File: src/rtl/ucrd_pkg.sv
package ucrd_pkg;
  typedef enum logic [1:0] {
    SZ_1 = 2'd0,
    SZ_2 = 2'd1,
    SZ_4 = 2'd2,
    SZ_8 = 2'd3
  } size_e;

  typedef enum logic [1:0] {
    ST_IDLE  = 2'd0,
    ST_CMD   = 2'd1,
    ST_BEATS = 2'd2,
    ST_RESP  = 2'd3
  } state_e;
endpackage

File: src/rtl/ucrd_lane_pick.sv
module ucrd_lane_pick #(
  parameter int DW = 64
) (
  input  logic [DW-1:0]             word_i,
  input  logic [$clog2(DW/8)-1:0]   off_i,
  input  logic [1:0]                size_i,
  output logic [DW-1:0]             data_o
);
  localparam int BYTES = DW / 8;
  localparam int OFF_W = $clog2(BYTES);

  logic [DW-1:0] shifted;
  logic [OFF_W:0] nbytes;

  always_comb begin
    shifted = word_i >> {off_i, 3'b000};
    nbytes  = (OFF_W+1)'(1) << size_i;
  end

  for (genvar k = 0; k < BYTES; k++) begin : g_lane
    always_comb begin
      if (k < int'(nbytes)) data_o[8*k +: 8] = shifted[8*k +: 8];
      else                  data_o[8*k +: 8] = 8'h00;
    end
  end
endmodule

File: src/rtl/ucrd_beat_cap.sv
module ucrd_beat_cap #(
  parameter int DW    = 64,
  parameter int BEATS = 8
) (
  input  logic                       clk,
  input  logic                       rst_n,
  input  logic                       start_i,
  input  logic                       chop_i,
  input  logic [$clog2(BEATS)-1:0]   tgt_idx_i,
  input  logic                       rd_valid_i,
  input  logic [DW-1:0]              rd_data_i,
  output logic [DW-1:0]              word_o,
  output logic                       done_o
);
  localparam int IDX_W = $clog2(BEATS);
  localparam logic [IDX_W-1:0] LAST_FULL = IDX_W'(BEATS - 1);
  localparam logic [IDX_W-1:0] LAST_CHOP = IDX_W'(BEATS / 2 - 1);

  logic             active;
  logic             chop_q;
  logic [IDX_W-1:0] tgt_q;
  logic [IDX_W-1:0] idx;
  logic [IDX_W-1:0] last_idx;

  assign last_idx = chop_q ? LAST_CHOP : LAST_FULL;
  assign done_o   = active && rd_valid_i && (idx == last_idx);

  always_ff @(posedge clk) begin
    if (!rst_n) begin
      active <= 1'b0;
      chop_q <= 1'b0;
      tgt_q  <= '0;
      idx    <= '0;
      word_o <= '0;
    end else if (start_i) begin
      active <= 1'b1;
      chop_q <= chop_i;
      tgt_q  <= tgt_idx_i;
      idx    <= '0;
    end else if (active && rd_valid_i) begin
      if (idx == tgt_q) word_o <= rd_data_i;
      if (idx == last_idx) active <= 1'b0;
      idx <= idx + 1'b1;
    end
  end

  assert_beat_bound_R4: assert property (@(posedge clk) disable iff (!rst_n)
    active |-> (idx <= last_idx));
endmodule

File: src/rtl/ucrd_ctrl.sv
module ucrd_ctrl
  import ucrd_pkg::*;
#(
  parameter int AW         = 32,
  parameter int BEATS      = 8,
  parameter int BEAT_BYTES = 8,
  parameter int CW         = 16
) (
  input  logic                          clk,
  input  logic                          rst_n,
  input  logic                          chop_en,
  input  logic                          req_valid,
  output logic                          req_ready,
  input  logic [AW-1:0]                 req_addr,
  input  logic [1:0]                    req_size,
  output logic                          mem_cmd_valid,
  input  logic                          mem_cmd_ready,
  output logic [AW-1:0]                 mem_cmd_addr,
  output logic                          mem_cmd_chop,
  input  logic                          beats_done,
  output logic                          rsp_valid,
  input  logic                          rsp_ready,
  output logic                          rsp_err,
  output logic [CW-1:0]                 burst_count,
  output logic                          cmd_fire,
  output logic [$clog2(BEATS)-1:0]      tgt_idx,
  output logic [$clog2(BEAT_BYTES)-1:0] lane_off,
  output logic [1:0]                    lat_size
);
  localparam int OFF_W  = $clog2(BEAT_BYTES);
  localparam int IDX_W  = $clog2(BEATS);
  localparam int LINE_W = OFF_W + IDX_W;

  state_e         state;
  logic [AW-1:0]  lat_addr;
  logic           lat_chop;
  logic [OFF_W:0] size_mask;
  logic           misaligned;
  logic           req_fire;

  always_comb begin
    size_mask  = ((OFF_W+1)'(1) << req_size) - (OFF_W+1)'(1);
    misaligned = (req_addr[OFF_W-1:0] & size_mask[OFF_W-1:0]) != '0;
  end

  assign req_ready     = (state == ST_IDLE);
  assign req_fire      = req_valid && req_ready;
  assign mem_cmd_valid = (state == ST_CMD);
  assign cmd_fire      = mem_cmd_valid && mem_cmd_ready;
  assign rsp_valid     = (state == ST_RESP);
  assign mem_cmd_chop  = lat_chop;
  assign lane_off      = lat_addr[OFF_W-1:0];

  always_comb begin
    if (lat_chop) begin
      mem_cmd_addr = {lat_addr[AW-1:LINE_W-1], {(LINE_W-1){1'b0}}};
      tgt_idx      = IDX_W'(lat_addr[LINE_W-2:OFF_W]);
    end else begin
      mem_cmd_addr = {lat_addr[AW-1:LINE_W], {LINE_W{1'b0}}};
      tgt_idx      = lat_addr[LINE_W-1:OFF_W];
    end
  end

  always_ff @(posedge clk) begin
    if (!rst_n) begin
      state       <= ST_IDLE;
      lat_addr    <= '0;
      lat_size    <= 2'd0;
      lat_chop    <= 1'b0;
      rsp_err     <= 1'b0;
      burst_count <= '0;
    end else begin
      if (cmd_fire) burst_count <= burst_count + 1'b1;
      unique case (state)
        ST_IDLE: if (req_fire) begin
          lat_addr <= req_addr;
          lat_size <= req_size;
          lat_chop <= chop_en;
          rsp_err  <= misaligned;
          state    <= misaligned ? ST_RESP : ST_CMD;
        end
        ST_CMD:   if (cmd_fire)   state <= ST_BEATS;
        ST_BEATS: if (beats_done) state <= ST_RESP;
        ST_RESP:  if (rsp_ready)  state <= ST_IDLE;
        default:                  state <= ST_IDLE;
      endcase
    end
  end

  assert_cmd_aligned_R1: assert property (@(posedge clk) disable iff (!rst_n)
    mem_cmd_valid |-> (mem_cmd_addr[LINE_W-2:0] == '0) &&
                      (mem_cmd_chop || (mem_cmd_addr[LINE_W-1] == 1'b0)));

  assert_count_step_R5: assert property (@(posedge clk) disable iff (!rst_n)
    cmd_fire |=> (burst_count == $past(burst_count) + 1'b1));

  assert_count_hold_R5: assert property (@(posedge clk) disable iff (!rst_n)
    !cmd_fire |=> $stable(burst_count));

  assert_single_outstanding_R7: assert property (@(posedge clk) disable iff (!rst_n)
    req_fire |=> !req_ready);

  assert_err_direct_R6: assert property (@(posedge clk) disable iff (!rst_n)
    (req_fire && misaligned) |=> (rsp_valid && rsp_err && !mem_cmd_valid));
endmodule

File: src/rtl/ucrd_extract.sv
module ucrd_extract #(
  parameter int AW    = 32,
  parameter int DW    = 64,
  parameter int BEATS = 8,
  parameter int CW    = 16
) (
  input  logic          clk,
  input  logic          rst_n,
  input  logic          chop_en,
  input  logic          req_valid,
  output logic          req_ready,
  input  logic [AW-1:0] req_addr,
  input  logic [1:0]    req_size,
  output logic          mem_cmd_valid,
  input  logic          mem_cmd_ready,
  output logic [AW-1:0] mem_cmd_addr,
  output logic          mem_cmd_chop,
  input  logic          mem_rd_valid,
  input  logic [DW-1:0] mem_rd_data,
  output logic          rsp_valid,
  input  logic          rsp_ready,
  output logic [DW-1:0] rsp_data,
  output logic          rsp_err,
  output logic [CW-1:0] burst_count
);
  localparam int BEAT_BYTES = DW / 8;
  localparam int OFF_W      = $clog2(BEAT_BYTES);
  localparam int IDX_W      = $clog2(BEATS);

  logic             cmd_fire;
  logic             beats_done;
  logic [IDX_W-1:0] tgt_idx;
  logic [OFF_W-1:0] lane_off;
  logic [1:0]       lat_size;
  logic [DW-1:0]    line_word;
  logic [DW-1:0]    picked;

  ucrd_ctrl #(
    .AW(AW), .BEATS(BEATS), .BEAT_BYTES(BEAT_BYTES), .CW(CW)
  ) u_ctrl (
    .clk(clk), .rst_n(rst_n), .chop_en(chop_en),
    .req_valid(req_valid), .req_ready(req_ready),
    .req_addr(req_addr), .req_size(req_size),
    .mem_cmd_valid(mem_cmd_valid), .mem_cmd_ready(mem_cmd_ready),
    .mem_cmd_addr(mem_cmd_addr), .mem_cmd_chop(mem_cmd_chop),
    .beats_done(beats_done),
    .rsp_valid(rsp_valid), .rsp_ready(rsp_ready), .rsp_err(rsp_err),
    .burst_count(burst_count), .cmd_fire(cmd_fire),
    .tgt_idx(tgt_idx), .lane_off(lane_off), .lat_size(lat_size)
  );

  ucrd_beat_cap #(.DW(DW), .BEATS(BEATS)) u_cap (
    .clk(clk), .rst_n(rst_n), .start_i(cmd_fire), .chop_i(mem_cmd_chop),
    .tgt_idx_i(tgt_idx), .rd_valid_i(mem_rd_valid), .rd_data_i(mem_rd_data),
    .word_o(line_word), .done_o(beats_done)
  );

  ucrd_lane_pick #(.DW(DW)) u_pick (
    .word_i(line_word), .off_i(lane_off), .size_i(lat_size), .data_o(picked)
  );

  assign rsp_data = rsp_err ? '0 : picked;

  assert_rsp_hold_R8: assert property (@(posedge clk) disable iff (!rst_n)
    (rsp_valid && !rsp_ready) |=> (rsp_valid && $stable(rsp_data) && $stable(rsp_err)));
endmodule

File: config.mk
export PLATFORM = sky130hd
export DESIGN_NAME = ucrd_extract
export DESIGN_NICKNAME = d
export VERILOG_FILES = /design/src/rtl/ucrd_pkg.sv /design/src/rtl/ucrd_lane_pick.sv /design/src/rtl/ucrd_beat_cap.sv /design/src/rtl/ucrd_ctrl.sv /design/src/rtl/ucrd_extract.sv
export SDC_FILE = /design/constraint.sdc
export NUM_CORES = 1
export LEC_CHECK = 0
export CORE_ASPECT_RATIO = 1.4
export CORE_UTILIZATION = 49
export CTS_BUF_LIST = sky130_fd_sc_hd__clkbuf_8
export DETAILED_ROUTE_END_ITERATION = 16
export GPL_ROUTABILITY_DRIVEN = 0
export PLACE_DENSITY = 0.84
export SLEW_MARGIN = 20
export SYNTH_ARGS = -nofsm -noshare
export SYNTH_HDL_FRONTEND = slang
export SYNTH_SLANG_ARGS = --single-unit
File: constraint.sdc
create_clock -name clk -period 2.8 [get_ports clk]
set_input_delay 0.84 -clock clk [delete_from_list [all_inputs] [get_ports clk]]
set_output_delay 0.84 -clock clk [all_outputs]
set_load 0.01 [all_outputs]
Word-level counts from Yosys, hierarchy flattened
Cells that the tools add are included.
{"block": "word_totals", "regBits": 126, "inputBits": 105, "out_inout_bits": 117}
{"block": "op_classes", "n_addsub": 3, "magnitude_cmp": 8, "eq_ne": 9, "shift": 3, "mux": 21, "n_bitwise": 3, "reduce_logical": 13}
{"cell": "$mux W64", "n": 1}
{"cell": "$mux W8", "n": 8}
{"cell": "$shr A64 B6 Y64", "n": 1}
{"cell": "$add A16 B1 Y16 const B", "n": 1}
{"cell": "$lt A3 B4 Y1 const A", "n": 4}
{"cell": "$mux W2", "n": 5}
{"cell": "$lt A1 B4 Y1 const A", "n": 2}
{"cell": "$lt A2 B4 Y1 const A", "n": 2}
{"cell": "$pmux W2 S4", "n": 1}
{"cell": "$eq A3 B3 Y1", "n": 2}
{"cell": "$mux W3", "n": 2}
{"cell": "$mux W6", "n": 1}
{"cell": "$ne A2 B2 Y1 const B", "n": 3}
{"cell": "$eq A2 B2 Y1 const B", "n": 2}
{"cell": "$logic_and A1 B1 Y1", "n": 4}
{"cell": "$reduce_and A2 Y1", "n": 2}
{"cell": "$reduce_and A4 Y1", "n": 1}
{"cell": "$reduce_bool A2 Y1", "n": 2}
{"cell": "$shl A1 B2 Y4 const A", "n": 1}
{"cell": "$add A3 B1 Y3 const B", "n": 1}
{"cell": "$and A3 B3 Y3", "n": 1}
{"cell": "$mux W1", "n": 3}
{"cell": "$reduce_and A3 Y1", "n": 1}
{"cell": "$reduce_bool A3 Y1", "n": 1}
{"cell": "7 further kinds", "n": 8}

Longest topological paths before layout
{"block": "depth", "word_depth": 7, "mapped_depth": 9, "ltp_nobuf": 6}

Modules after synthesis
From an unflattened synthesis, not the netlist that was laid out.
{"block": "hier_totals", "hier_cells": 912, "hier_area_um2": 7778.7}
{"module": "ucrd_beat_cap", "n_inst": 1, "cells_each": 315, "area_each_um2": 2984.1}
{"module": "ucrd_ctrl", "n_inst": 1, "cells_each": 304, "area_each_um2": 2453.6}
{"module": "ucrd_lane_pick", "n_inst": 1, "cells_each": 222, "area_each_um2": 1704.1}
{"module": "ucrd_extract", "n_inst": 1, "cells_each": 71, "area_each_um2": 636.9}

Worst setup path after synthesis
OpenSTA, ideal clock, no wires.
{"block": "synth_path", "kind": "flip-flop to output port", "startpoint": "reg u_ctrl.rsp_err", "endpoint": "out rsp_data[32]", "arrival_ps": 1702, "t_required_ps": 1960, "slack_ps": 258, "stages_incl_launch_ff": 7, "n_path_buf": 3, "cell_sequence": "dfxtp_1 nand2b_1 clkbuf_1 or3b_2 buf_2 buf_2 a211oi_1"}
{"block": "synth_via", "elab_chain_len": 1}
{"item": "from (decl)", "line": "ucrd_ctrl.sv:23", "source": "output logic rsp_err,"}
{"item": "from (signal assigned)", "line": "ucrd_ctrl.sv:79", "source": "rsp_err <= misaligned;"}
{"item": "$mux W64", "line": "ucrd_extract.sv:62", "source": "assign rsp_data = rsp_err ? '0 : picked;"}
{"item": "to (decl)", "line": "ucrd_extract.sv:22", "source": "output logic [DW-1:0] rsp_data,"}
No other way between the ends.

Final worst setup path
{"block": "layout_path", "startpoint": "reg u_ctrl.lat_addr[1]", "endpoint": "out rsp_data[12]"}
{"block": "layout_via", "elab_chain_len": 3}
{"item": "from (decl)", "line": "ucrd_ctrl.sv:35", "source": "logic [AW-1:0] lat_addr;"}
{"item": "from (signal assigned)", "line": "ucrd_ctrl.sv:76", "source": "lat_addr <= req_addr;"}
{"item": "$shr A64 B6 Y64", "line": "ucrd_lane_pick.sv:16", "source": "shifted = word_i >> {off_i, 3'b000};"}
{"item": "$mux W8", "line": "ucrd_lane_pick.sv:22", "source": "if (k < int'(nbytes)) data_o[8*k +: 8] = shifted[8*k +: 8];"}
{"item": "$mux W64", "line": "ucrd_extract.sv:62"}
No other way between the ends.

==> flow_summary.toml <==
[sta]
hold-worst-slack_ns = 0.454
finalSetupViolCount = 50
skew_ns = 0.0264
fmax_mhz = 323
finalWorstSetupSlack_ns = -0.297
final_hold_viol_count = 0
setup_tns_ns = -4.62
rsz0062_at_grt = "yes"
max-slew-margin-rel = 0.477
fin_crit_ns = 3.10
slew_violations = 0
fin_crit_sh = 1.11
tightestPinTransition_ns = 0.784

[grt]
track_usage = 0.362
grt_overflow = 0
grt_pass1_wl_microns = 42600
first_global_vias = 7735
grt_max_degree = 65
antenna_found_initial = 0

[layout]
fin_util = 0.761
nets = 1225
area.sequential_sq_um = 2540
multi_input_area_sq_um = 4660
areaGrowthSynthToFinish_pct = 51.7
layout-drive-gt1-share = 0.289
fillers = 931

[critical_path]
r2r_cells = 8
cp_num_buf_inv = 3
crit_type = "reg -> out"
slowest_stage = "dfxtp_4"
startpoint = "u_ctrl.lat_addr[1]"
critPathLaunchType = "flip-flop"
end_kind = "primary output"
cp_data_arrival_time_ns = 2.26
worstPathMaxFanout = 6
path_cells = "buf_6 > buf_12 > mux2i_2 > o2bb2ai_1 > mux2i_1 > nor2_1 > buf_2"
worst_ep_required_time_ns = 1.96
r2r_start = "u_ctrl.state[1]"
r2r-end = "u_cap.word_o[0]"
reg2reg_slack_ns = 0.31
critPathMaxStageDelay_ns = 0.42
cp.depth = 7
crit_family = "multiplexers"
cp-endpoint = "rsp_data[12]"

[cts]
cts_buffers = 17
cts_buffer_depth = 2
h-tree-depth = 4
tritoncts = "built"
cts_root_buffer = "clkbuf_8"
cts_hold_buf = 0
clkTransAtPathRegs_ns = 0.08
insertion_delay_ns = 0.48
cts_sinks = 126

[die]
rows = 52
die_x_microns = 105
die_height_microns = 146
die-area_sq_um = 15400
coreArea_sq_um = 14500
start_util = 0.502
io_pins = 222

[power_and_ir_drop]
p_per_area_nw_per_um2 = 582
vdd_drop_max_v = 0.000560
power_leakage_uw = 0.00396

[route]
firstDrtPassIters = 6
dr_total_vias = 8353
dr.first_iter.drc_count = 988
wl_microns = 31200
drc_errors = 0
ant_nets = 0
vias_per_cell = 6.35
wl_per_cell_microns = 23.7

[min_path]
hold_class = "reg -> reg"

[logic_synthesis]
syn_area_sq_um = 7280
ys.flop_type = "dfxtp_1"
async_flop_share = 0
ys_seq_area_frac = 0.346
synth_edf_count = 0
synth_cell_types = 49
syn-instance-count = 874
yosys_register_bits = 126
syn_avg_cell_area_sq_um = 8.33
yosysWarnings = 0

[placed_design]
post-place-ws_ns = -0.116
numPortBuffers = 216
dp_hpwl_microns = 17100

[run_status]
status = "finished with violations"
violations = "setup timing"

[run]
drv_cap = 0
what timing repair did:
item / 4_1_cts / 5_1_grt
resized for setup: 302 / 112
setup endpoints to repair: 64 / 52
pin swaps: 15 / 40
setup buffers: 22 / 20
gates cloned: 4 / 2
cell families after synthesis:
| family | synth area share |
|---|---|
| XOR/XNOR | 0.0204 |
| AND/OR/NAND/NOR | 0.187 |
| adder cells (fa/ha/maj) | 0.0120 |
| other | 0.000515 |
| AO/OA/AOI/OAI | 0.166 |
| flip-flops | 0.346 |
| buffers and inverters | 0.0946 |
| multiplexers | 0.173 |
cells in the mapped netlist (2+ instances only):
| master | count | area share |
|---|---|---|
| a2bb2oi_1 | 4 | 0.0048 |
| nor2b_1 | 15 | 0.013 |
| and3_1 | 3 | 0.0026 |
| nand3b_1 | 2 | 0.0021 |
| xor2_1 | 11 | 0.013 |
| buf_4 | 37 | 0.038 |
| clkbuf_1 | 33 | 0.017 |
| buf_6 | 14 | 0.022 |
| o21ai_1 | 59 | 0.041 |
| o211ai_1 | 4 | 0.0041 |
| mux2_2 | 11 | 0.017 |
| inv_1 | 7 | 0.0036 |
| nand3_1 | 72 | 0.049 |
| and2_1 | 18 | 0.015 |
| a211oi_1 | 8 | 0.0082 |
| mux2i_1 | 73 | 0.10 |
| nand2b_1 | 8 | 0.0069 |
| buf_2 | 17 | 0.012 |
| nand4_1 | 8 | 0.0069 |
| a31oi_1 | 5 | 0.0043 |
| mux4_2 | 18 | 0.056 |
| nor2_1 | 57 | 0.029 |
| dfxtp_1 | 126 | 0.35 |
| o2bb2ai_1 | 8 | 0.0096 |
| a21oi_1 | 113 | 0.078 |
| ha_1 | 7 | 0.012 |
| buf_1 | 3 | 0.0015 |
| a22oi_1 | 5 | 0.0052 |
| o21ai_0 | 7 | 0.0048 |
| nand2_1 | 95 | 0.049 |
| nor3_1 | 3 | 0.0021 |
| xnor2_1 | 6 | 0.0072 |
flip-flops by register name, indices dropped and copies added, names as in the netlist:
signal,count
u_cap.active,1
u_cap.idx,3
u_ctrl.state,2
u_ctrl.lat_size,2
u_cap.word_o,64
u_ctrl.burst_count,16
u_ctrl.rsp_err,1
u_cap.tgt_q,3
u_ctrl.mem_cmd_chop,1
u_ctrl.lat_addr,32
u_cap.chop_q,1
layer usage:
| layer | global-route usage | vias to the layer above | routed length [microns] |
|---|---|---|---|
| met5 | 0 | - | 0 |
| met4 | 0.242 | 0 | 2900 |
| met3 | 0.112 | 260 | 3620 |
| met2 | 0.591 | 732 | 14500 |
| met1 | 0.403 | 3840 | 10200 |
| li1 | - | 3521 | - |
stage by stage:
stage | instance area, sq um | cells | total power (uW)
2_1_floorplan | 7300 | 878 | 3300
3_3_place_gp | 9620 | 1236 | 3910
3_5_place_dp | 9620 | 1236 | 3950
4_1_cts | 10500 | 1292 | 6030
5_1_grt | 11000 | 1314 | 6610
6_report | 11000 | 1315 | 6430
cell usage in the layout, fill, tap and decap left out, types with 6 or more instances in the layout:
master,n
nand4_1,8
mux2i_4,11
nor2_2,12
buf_2,38
xor2_1,10
ha_1,7
and2_4,9
nor2_1,40
nand3_1,72
mux4_2,18
buf_12,14
mux2_2,11
a21oi_1,111
mux2i_1,53
o21ai_0,7
mux2i_2,9
nand2_1,94
o21ai_1,59
nand2b_1,6
clkbuf_2,9
buf_6,35
nor2b_4,9
clkdlybuf4s50_1,152
clkbuf_8,19
inv_1,8
buf_4,61
dfxtp_1,120
and2_1,10
worst reg2reg max path, cell delays in order (launching register included):
cell and delay [ns]:
dfxtp_1 0.38, inv_1 0.09, ha_1 0.25, and2_4 0.16, buf_4 0.17, nor4_4 0.33, buf_12 0.30, nand3_1 0.27
a21oi_1 0.43
power breakdown:
| group | leakage [uW] | switching, uW | internal, uW |
|---|---|---|---|
| combinational | 0.00270 | 1250 | 1150 |
| clock | 0.000229 | 784 | 1100 |
| sequential | 0.00103 | 190 | 1970 |
area by class of cell:
class                      count  area share
clock buffer                  19      0.0237
clock inverter                12      0.0174
antenna                        1    0.000227
sequential                   126       0.230
inverter                       9     0.00317
tap                          189      0.0214
multi-input combinational    639       0.422
timing repair buffer         320       0.282
worst min path at each step:
stage	from	to	slack, ns	cells after the start
2_1_floorplan	u_ctrl.lat_addr[4]	u_cap.tgt_q[1]	0.43	2
3_3_place_gp	u_ctrl.lat_addr[28]	u_ctrl.lat_addr[28]	0.44	2
3_5_place_dp	u_ctrl.lat_addr[22]	u_ctrl.lat_addr[22]	0.45	2
4_1_cts	u_ctrl.lat_addr[22]	u_ctrl.lat_addr[22]	0.46	2
5_1_grt	u_ctrl.lat_addr[22]	u_ctrl.lat_addr[22]	0.48	2
6_report	u_ctrl.lat_addr[12]	u_ctrl.lat_addr[12]	0.45	2
Note: power is estimated with default switching activity, not from simulation.
